[config.mk]
export PLATFORM = sky130hd
export DESIGN_NAME = prot_supervisor
export DESIGN_NICKNAME = d
export VERILOG_FILES = /design/src/rtl/prot_pkg.sv /design/src/rtl/prot_persist_timer.sv /design/src/rtl/prot_olp_counter.sv /design/src/rtl/prot_thermal.sv /design/src/rtl/prot_restart_fsm.sv /design/src/rtl/prot_supervisor.sv
export SDC_FILE = /design/constraint.sdc
export NUM_CORES = 1
export LEC_CHECK = 0
export CORE_ASPECT_RATIO = 0.8
export CORE_MARGIN = 2
export CORE_UTILIZATION = 55
export DETAILED_ROUTE_END_ITERATION = 12
export PLACE_DENSITY = 0.79
export SETUP_SLACK_MARGIN = 0.05
export SLEW_MARGIN = 20
export SYNTH_ARGS = -nofsm -noshare
export SYNTH_HDL_FRONTEND = slang
export SYNTH_SLANG_ARGS = --single-unit
[constraint.sdc]
create_clock -name clk_i -period 2.5 [get_ports clk_i]
set_input_delay 0.5 -clock clk_i [delete_from_list [all_inputs] [get_ports clk_i]]
set_output_delay 0.5 -clock clk_i [all_outputs]
set_load 0.02 [all_outputs]
[src/rtl/prot_pkg.sv]
package prot_pkg;
  typedef enum logic [1:0] {
    ST_START = 2'd0,
    ST_RUN   = 2'd1,
    ST_HOLD  = 2'd2,
    ST_DRAIN = 2'd3
  } sup_state_e;

  typedef enum logic [2:0] {
    CAUSE_NONE   = 3'd0,
    CAUSE_OCP    = 3'd1,
    CAUSE_VOVP   = 3'd2,
    CAUSE_TSD    = 3'd3,
    CAUSE_RSHORT = 3'd4,
    CAUSE_OSHORT = 3'd5,
    CAUSE_OLOAD  = 3'd6
  } cause_e;

  // fault vector index i carries cause code i+1; lower index wins
  localparam int unsigned NUM_FAULTS = 6;
endpackage

[src/rtl/prot_persist_timer.sv]
module prot_persist_timer #(
  parameter int unsigned LIMIT = 35
) (
  input  logic clk_i,
  input  logic rst_ni,
  input  logic en_i,
  input  logic cond_i,
  input  logic tick_i,
  output logic hit_o
);
  localparam int unsigned CW = $clog2(LIMIT + 1);
  localparam logic [CW-1:0] LAST = CW'(LIMIT - 1);

  logic [CW-1:0] cnt_q;

  assign hit_o = en_i & cond_i & tick_i & (cnt_q == LAST);

  always_ff @(posedge clk_i or negedge rst_ni) begin
    if (!rst_ni)                    cnt_q <= '0;
    else if (!en_i || !cond_i)      cnt_q <= '0;
    else if (tick_i && cnt_q != LAST) cnt_q <= cnt_q + 1'b1;
  end
endmodule

[src/rtl/prot_olp_counter.sv]
module prot_olp_counter #(
  parameter int unsigned LIMIT = 60
) (
  input  logic clk_i,
  input  logic rst_ni,
  input  logic en_i,
  input  logic lim_i,
  input  logic zc_i,
  output logic hit_o
);
  localparam int unsigned CW = $clog2(LIMIT + 1);
  localparam logic [CW-1:0] LAST = CW'(LIMIT - 1);

  logic [CW-1:0] cnt_q;
  logic          seen_q;
  logic          ev;

  assign ev    = seen_q | lim_i;
  assign hit_o = en_i & zc_i & ev & (cnt_q == LAST);

  always_ff @(posedge clk_i or negedge rst_ni) begin
    if (!rst_ni) begin
      cnt_q  <= '0;
      seen_q <= 1'b0;
    end else if (!en_i) begin
      cnt_q  <= '0;
      seen_q <= 1'b0;
    end else if (zc_i) begin
      seen_q <= 1'b0;
      if (!ev)                cnt_q <= '0;
      else if (cnt_q != LAST) cnt_q <= cnt_q + 1'b1;
    end else if (lim_i) begin
      seen_q <= 1'b1;
    end
  end
endmodule

[src/rtl/prot_thermal.sv]
module prot_thermal #(
  parameter int unsigned TW = 8,
  parameter int unsigned HI = 150,
  parameter int unsigned LO = 120
) (
  input  logic          clk_i,
  input  logic          rst_ni,
  input  logic [TW-1:0] temp_i,
  output logic          tsd_o
);
  always_ff @(posedge clk_i or negedge rst_ni) begin
    if (!rst_ni)                 tsd_o <= 1'b0;
    else if (temp_i > TW'(HI))   tsd_o <= 1'b1;
    else if (temp_i < TW'(LO))   tsd_o <= 1'b0;
  end
endmodule

[src/rtl/prot_restart_fsm.sv]
module prot_restart_fsm
  import prot_pkg::*;
#(
  parameter int unsigned AR_MS = 3000
) (
  input  logic       clk_i,
  input  logic       rst_ni,
  input  logic       fault_i,
  input  logic       ms_tick_i,
  input  logic       vdd_on_i,
  input  logic       vdd_mid_i,
  input  logic       vdd_hi_i,
  input  logic       vdd_uv_i,
  input  logic       tsd_i,
  output sup_state_e state_o,
  output logic       bias_en_o,
  output logic       restart_o
);
  sup_state_e state_q, state_d;
  logic       reg_bias_q;
  logic       hold_done;

  prot_persist_timer #(.LIMIT(AR_MS)) u_hold (
    .clk_i, .rst_ni,
    .en_i  (state_q == ST_HOLD),
    .cond_i(1'b1),
    .tick_i(ms_tick_i),
    .hit_o (hold_done)
  );

  always_comb begin
    state_d = state_q;
    unique case (state_q)
      ST_START: if (vdd_on_i && !tsd_i) state_d = ST_RUN;
      ST_RUN:   if (fault_i)            state_d = ST_HOLD;
      ST_HOLD:  if (hold_done)          state_d = ST_DRAIN;
      ST_DRAIN: if (vdd_uv_i)           state_d = ST_START;
      default:                          state_d = ST_START;
    endcase
  end

  always_ff @(posedge clk_i or negedge rst_ni) begin
    if (!rst_ni) begin
      state_q    <= ST_START;
      reg_bias_q <= 1'b0;
      restart_o  <= 1'b0;
    end else begin
      state_q   <= state_d;
      restart_o <= (state_q == ST_DRAIN) && vdd_uv_i;
      // hysteretic bias: on below 17 V, off above 19 V
      if (state_q != ST_HOLD) reg_bias_q <= 1'b0;
      else if (!vdd_mid_i)    reg_bias_q <= 1'b1;
      else if (vdd_hi_i)      reg_bias_q <= 1'b0;
    end
  end

  assign state_o   = state_q;
  assign bias_en_o = (state_q == ST_START) | ((state_q == ST_HOLD) & reg_bias_q);
endmodule

[src/rtl/prot_supervisor.sv]
module prot_supervisor
  import prot_pkg::*;
#(
  parameter int unsigned OLP_ZC   = 60,
  parameter int unsigned OSP_MS   = 35,
  parameter int unsigned VOVP_US  = 10,
  parameter int unsigned AR_MS    = 3000,
  parameter int unsigned TEMP_W   = 8,
  parameter int unsigned TSD_HI   = 150,
  parameter int unsigned TSD_LO   = 120
) (
  input  logic              clk_i,
  input  logic              rst_ni,
  input  logic              ms_tick_i,
  input  logic              us_tick_i,
  input  logic              gate_on_i,
  input  logic              cs_min_i,
  input  logic              cs_lim_i,
  input  logic              cs_ocp_i,
  input  logic              fb_short_i,
  input  logic              vdd_ovp_i,
  input  logic              vdd_hi_i,
  input  logic              vdd_mid_i,
  input  logic              vdd_on_i,
  input  logic              vdd_uv_i,
  input  logic              zc_i,
  input  logic [TEMP_W-1:0] temp_i,
  output logic              gate_inhibit_o,
  output logic              bias_en_o,
  output logic [2:0]        fault_cause_o,
  output logic              restart_o
);
  sup_state_e             sup_state;
  logic                   run;
  logic                   tsd;
  logic                   vovp_hit, osp_hit, olp_hit;
  logic                   gate_q, first_q, seen_q;
  logic [NUM_FAULTS-1:0]  fault_vec;
  logic                   fault_any;
  cause_e                 cause_sel, cause_q;

  assign run = (sup_state == ST_RUN);

  prot_thermal #(.TW(TEMP_W), .HI(TSD_HI), .LO(TSD_LO)) u_thermal (
    .clk_i, .rst_ni, .temp_i, .tsd_o(tsd)
  );

  prot_persist_timer #(.LIMIT(VOVP_US)) u_vovp (
    .clk_i, .rst_ni, .en_i(run), .cond_i(vdd_ovp_i), .tick_i(us_tick_i), .hit_o(vovp_hit)
  );

  prot_persist_timer #(.LIMIT(OSP_MS)) u_osp (
    .clk_i, .rst_ni, .en_i(run), .cond_i(fb_short_i), .tick_i(ms_tick_i), .hit_o(osp_hit)
  );

  prot_olp_counter #(.LIMIT(OLP_ZC)) u_olp (
    .clk_i, .rst_ni, .en_i(run), .lim_i(cs_lim_i), .zc_i, .hit_o(olp_hit)
  );

  // first-pulse sense resistor check
  always_ff @(posedge clk_i or negedge rst_ni) begin
    if (!rst_ni) begin
      gate_q  <= 1'b0;
      first_q <= 1'b1;
      seen_q  <= 1'b0;
    end else if (!run) begin
      gate_q  <= 1'b0;
      first_q <= 1'b1;
      seen_q  <= 1'b0;
    end else begin
      gate_q <= gate_on_i;
      if (gate_on_i && cs_min_i)  seen_q  <= 1'b1;
      if (gate_q && !gate_on_i)   first_q <= 1'b0;
    end
  end

  assign fault_vec[0] = run & gate_on_i & cs_ocp_i;
  assign fault_vec[1] = vovp_hit;
  assign fault_vec[2] = run & tsd;
  assign fault_vec[3] = run & first_q & gate_q & ~gate_on_i & ~seen_q;
  assign fault_vec[4] = osp_hit;
  assign fault_vec[5] = olp_hit;
  assign fault_any    = |fault_vec;

  always_comb begin
    cause_sel = CAUSE_NONE;
    for (int i = NUM_FAULTS - 1; i >= 0; i--) begin
      if (fault_vec[i]) cause_sel = cause_e'(3'(i + 1));
    end
  end

  always_ff @(posedge clk_i or negedge rst_ni) begin
    if (!rst_ni)                                   cause_q <= CAUSE_NONE;
    else if (cause_q == CAUSE_NONE && fault_any)   cause_q <= cause_sel;
  end

  prot_restart_fsm #(.AR_MS(AR_MS)) u_fsm (
    .clk_i, .rst_ni,
    .fault_i  (fault_any),
    .ms_tick_i,
    .vdd_on_i, .vdd_mid_i, .vdd_hi_i, .vdd_uv_i,
    .tsd_i    (tsd),
    .state_o  (sup_state),
    .bias_en_o,
    .restart_o
  );

  assign gate_inhibit_o = ~run;
  assign fault_cause_o  = cause_q;
endmodule

# Word level (Yosys, flattened, before mapping)
# Cells that the tools add are included.
# word_totals
wordCells	123
inputBits	23
regBits	40
output_inout_bits	6
# classes
bitwise_logic	24
muxes	34
add_sub_neg	4
n_lt_le_gt_ge	2
n_reduce_logical	23
n_eq_ne	23
# op_table
cell	n
$mux 6	6
$mux 12	2
$and 1x1->1	19
$mux 3	6
$mux 1	13
$add 12x1->12 const B	1
$add 6x1->6 const B	2
$eq 12x12->1 const B	1
$eq 6x6->1 const B	2
$ne 12x12->1 const B	1
$ne 2x1->1 const B	6
$ne 6x6->1 const B	2
$gt 8x8->1 const B	1
$logic_and 1x1->1	8
$lt 8x7->1 const B	1
$mux 2	4
$mux 4	2
$pmux 2 s4	1
$ne 2x2->1 const B	3
$ne 3x3->1 const B	2
$reduce_bool 2->1	3
$reduce_or 6->1	1
$logic_not 1->1	5
$add 4x1->4 const B	1
other kinds (12)	17

# Logic depth before layout (Yosys ltp)
# logic_depth
depth_word	10
mapped_depth	8
depth_no_buf	7

# Hierarchy
# Synthesis repeated with hierarchy kept, for this count alone.
# unflattened
cells_unflattened	241
hier_area_um2	2352.3
# modules_own_cells
module	area_each_um2	cells_per_inst	n_inst	seq_area_each_um2
prot_persist_timer (u_fsm.u_hold)	730.7	76	1	300.3
prot_olp_counter	377.9	38	1	175.2
prot_persist_timer (u_osp)	345.3	35	1	150.1
prot_supervisor	335.3	35	1	151.4
prot_restart_fsm	264.0	26	1	100.1
prot_persist_timer (u_vovp)	236.5	24	1	100.1
prot_thermal	62.6	7	1	25.0

# Worst setup path before layout
# Ideal clock, no wire load.
# synth_path
kind	register to register
startpoint	register u_fsm.state_q[1], in the netlist u_fsm.state_o[1]
endpoint	register u_fsm.state_q[1], in the netlist u_fsm.state_o[1]
t_arrival_ns	1.759
path_buffers	0
period_less_slack_ns	1.884
setup_ns	0.125
setup_slack_ns	0.616
t_required_ns	2.375
path_stages_with_launch	8
cell_sequence	dfrtp_1 -> inv_1 -> ha_1 -> o211ai_2 -> nor4b_4 -> nor4b_4 -> a21oi_2 -> mux2_4
# synth_via
elab_chain_len	8
elab_cells_between_ends	29
cone_classes	eq/ne: 7; mux: 1; bitwise: 18; reduce/logical: 3
# synth_lines
item	line	source
start, declared	prot_restart_fsm.sv:19	sup_state_e state_q, state_d;
start signal, assigned	prot_restart_fsm.sv:48	state_q <= state_d;
$eq 2x1->1 *	prot_supervisor.sv:42	assign run = (sup_state == ST_RUN);
named net run	prot_supervisor.sv:34	logic run;
$and 1x1->1 (4 in a row)	prot_supervisor.sv:80	assign fault_vec[3] = run & first_q & gate_q & ~gate_on_i & ~seen_q;
$reduce_or 6->1	prot_supervisor.sv:83	assign fault_any = |fault_vec;
$ne 2x1->1 (no line)	-	
$reduce_and 4->1 (no line)	-	
# Mark *: on every way through the listed nets, which the timed path passes. The rest lies on a longest branch.
# A chain may end at the register's enable or synchronous reset.

# Worst setup path in the final report
# layout_path
startpoint	register u_fsm.state_q[1], in the netlist u_fsm.state_o[1]
endpoint	output port gate_inhibit_o
# layout_via
elab_chain_len	2
# layout_lines
item	line	source
$eq 2x1->1	prot_supervisor.sv:42	
named net run	prot_supervisor.sv:34	
$not 1->1	prot_supervisor.sv:108	assign gate_inhibit_o = ~run;
end, declared	prot_supervisor.sv:28	output logic gate_inhibit_o,
# The timed path passes the listed nets, and every way through them passes these cells.

==> flow_summary.toml <==
[outcome]
status = "complete, no violations"

[critical_path]
cpMostUsedCell = "inv_1"
crit_path_cell_trace = "inv_1 -> ha_1 -> inv_1 -> clkdlybuf4s50_1"
crit_type = "reg -> out"
critical_path.endpoint_type = "output port"
required_ns = 2.00
max_stage_delay_ns = 0.61
crit_path_top_delay_cell = "clkdlybuf4s50_1"
crit_fanout = 7
critPathArrivalTime_ns = 1.84
start_kind = "flop"

[placed_design]
finalWeightedCongestion = 0.8446
io_buffers = 28
pre_cts_slack_ns = 0.1694
dp_hpwl_um = 3184

[yosys]
ys_seq_area_share_pct = 44.08
ys_types = 51
async_flop_share_pct = 100.0
synth_seq_cells = 40
synth_edf_count = 0
syn_inst = 218
synth_area_per_cell_um2 = 10.43
syn-num-nets = 252
syn_area_mm2 = 0.002273
ys.flop_type = "dfrtp_1"
synth_warnings = 0

[sta]
hold_ws_ns = 0.3215
fin_setup_tns_ns = 0
drv_slew = 0
rsz0062_at_grt = "false"
hold_violations = 0
fin_crit_sh_pct = 93.43
layout_setup_ws_ns = 0.1642
final.setup_skew_ns = 0.007227
setup_viol = 0
fmax_mhz = 428.1
slew_headroom_pct = 41.86
finalCriticalPeriod_ns = 2.336
worstMarginPinSlew_ns = 0.8721

[floorplanning]
core-area_mm2 = 0.003879
dieArea_mm2 = 0.004667
start_util_pct = 58.61
pin_count = 29
row_count = 20
dieHeight_um = 61.51
die_w_um = 75.88

[detailed_routing]
dr_total_vias = 1690
first_pass_iters = 4
wire_per_inst_um = 13.52
drc_errors = 0
ant_nets = 0
drt_first_iter_violations = 96
drt_wl_total_um = 4191
drt-vias-per-instance = 5.452

[global_route]
grt_max_degree = 41
antenna_found_initial = 0
grt_pass1_vias = 1553
grt_pass1_wl_um = 7134
grt_util_all_layers_pct = 20.58
overflow = 0

[clocking]
cts_tree = "built"
clock_path_buffers = 2
clk_latency_ns = 0.29
clk_pin_slew_ns = 0.08
cts-root-buf = "clkbuf_8"
cts_setup_buffers = 0
cts_resized = 0
holdBufCountCts = 0
h-tree-depth = 2
cts_made_buffers = 5
clock_sinks = 40

[power]
p_total_uw = 1881
switching_share_pct = 31.55
p_switching_uw = 593.4
p_int_uw = 1287
p_per_area_mw_per_mm2 = 688.3
pwr-share-clk_pct = 27.5
leakagePower_uw = 0.001190
vdd_drop_max_mv = 0.5469
seqPwrFrac_pct = 40.3
comb_power_share_pct = 32.2

[final_layout]
nets = 288
antenna_cells = 0
drive_above_1_share_pct = 12.16
synthToLayoutAreaGrowth_pct = 20.20

[min_path]
hold_path_class = "in -> async"

[job]
maxCapViolCount = 0
## Yosys cell counts, types with 5 or more instances
cell      instances  area [um^2]
dfrtp_1          39        975.9
nor2_1           19        71.32
nand3_1          15        75.07
nand2_1          14        52.55
o21ai_0          14        70.07
ha_1             11        137.6
inv_1            10        37.54
xor2_1           10        87.58
and2_1            8        50.05
a21oi_1           6        30.03
or3_1             6        37.54
a21boi_1          5        37.54
nand2b_1          5        31.28
## cells by family after synthesis
family / share of synthesized area, %
AND/OR/NAND/NOR: 25.70
AO/OA/AOI/OAI: 14.37
flip-flops: 44.08
XOR/XNOR: 5.008
buffers and inverters: 2.311
adder cells (fa/ha/maj): 6.054
multiplexers: 2.476
## cells in the final DEF, fill, tap and decap left out, types with 2 or more instances in the layout
master / Yosys / routed
clkbuf_8: 0 / 5
ha_1: 11 / 11
a22o_1: 4 / 4
buf_4: 0 / 3
a21o_1: 2 / 2
inv_1: 10 / 10
nor3_1: 3 / 3
clkdlybuf4s50_1: 0 / 27
o21ai_0: 14 / 14
or3_1: 6 / 6
nand2_1: 14 / 14
nor4b_4: 2 / 2
xor2_1: 10 / 10
nor2b_1: 3 / 3
nand2b_1: 5 / 5
and2_1: 8 / 8
nand3_1: 15 / 15
and3_1: 2 / 2
xnor2_1: 3 / 3
a21boi_1: 5 / 5
nand4_1: 4 / 4
dfrtp_1: 39 / 39
a21oi_1: 6 / 6
mux2i_1: 3 / 3
nor2_1: 19 / 19
a31o_2: 2 / 2
## layout make-up
type                    instances  area, um^2
fillers                       294        1146
clock buffers                   6       72.57
inverters                      10       37.54
repair buffers                 31       297.8
clock inverters                 2       35.03
well taps                      55       68.82
flip-flops and latches         40        1002
multi-input cells             166        1219
## power by group through the flow
| stage | registers (uW) | clock network (uW) | logic, uW |
|---|---|---|---|
| floorplan | 763 | 0 | 426 |
| global placement | 768 | 0 | 602 |
| detailed placement | 769 | 0 | 608 |
| CTS | 757 | 530 | 610 |
| global route | 765 | 555 | 679 |
| finish | 758 | 517 | 606 |
## per-layer routing
layer	global-route usage [%]	wire length, um
met4	7.018	61
met3	5.237	198
met5	0	0
met1	31.27	2140
met2	28.33	1790
## metrics by stage
stage,area (um^2),cells,utilization (%)
floorplan,2273,218,-
global placement,2625,302,67.68
detailed placement,2625,302,67.68
CTS,2733,310,70.45
global route,2733,310,70.45
finish,2733,310,70.45
## critical path, delay by kind of cell, from the launching register on
kind / cells / cell delay [ns]
flops: 1 / 0.42
fa+ha+maj: 1 / 0.29
buf+inv: 3 / 0.84
## registers in the layout (all words and copies together) (netlist names), 2 cells and up
signal,flops
u_fsm.u_hold.cnt_q,12
u_olp.cnt_q,6
u_osp.cnt_q,6
u_vovp.cnt_q,4
fault_cause_o,3
u_fsm.state_o,2
## worst paths after layout
path	end	start	slack, ns	cells past startpoint
setup / recovery	gate_inhibit_o	u_fsm.state_o[1]	0.16	4
hold / removal	u_fsm.state_o[1]	rst_ni	0.32	1
setup reg to reg	u_fsm.state_o[1]	u_fsm.state_o[1]	0.31	8
hold reg to reg	first_q	first_q	0.46	2
max in group asynchronous	u_osp.cnt_q[0]	rst_ni	1.64	1
min in group clk_i	first_q	first_q	0.46	2
(Power assumes the default switching activity.)
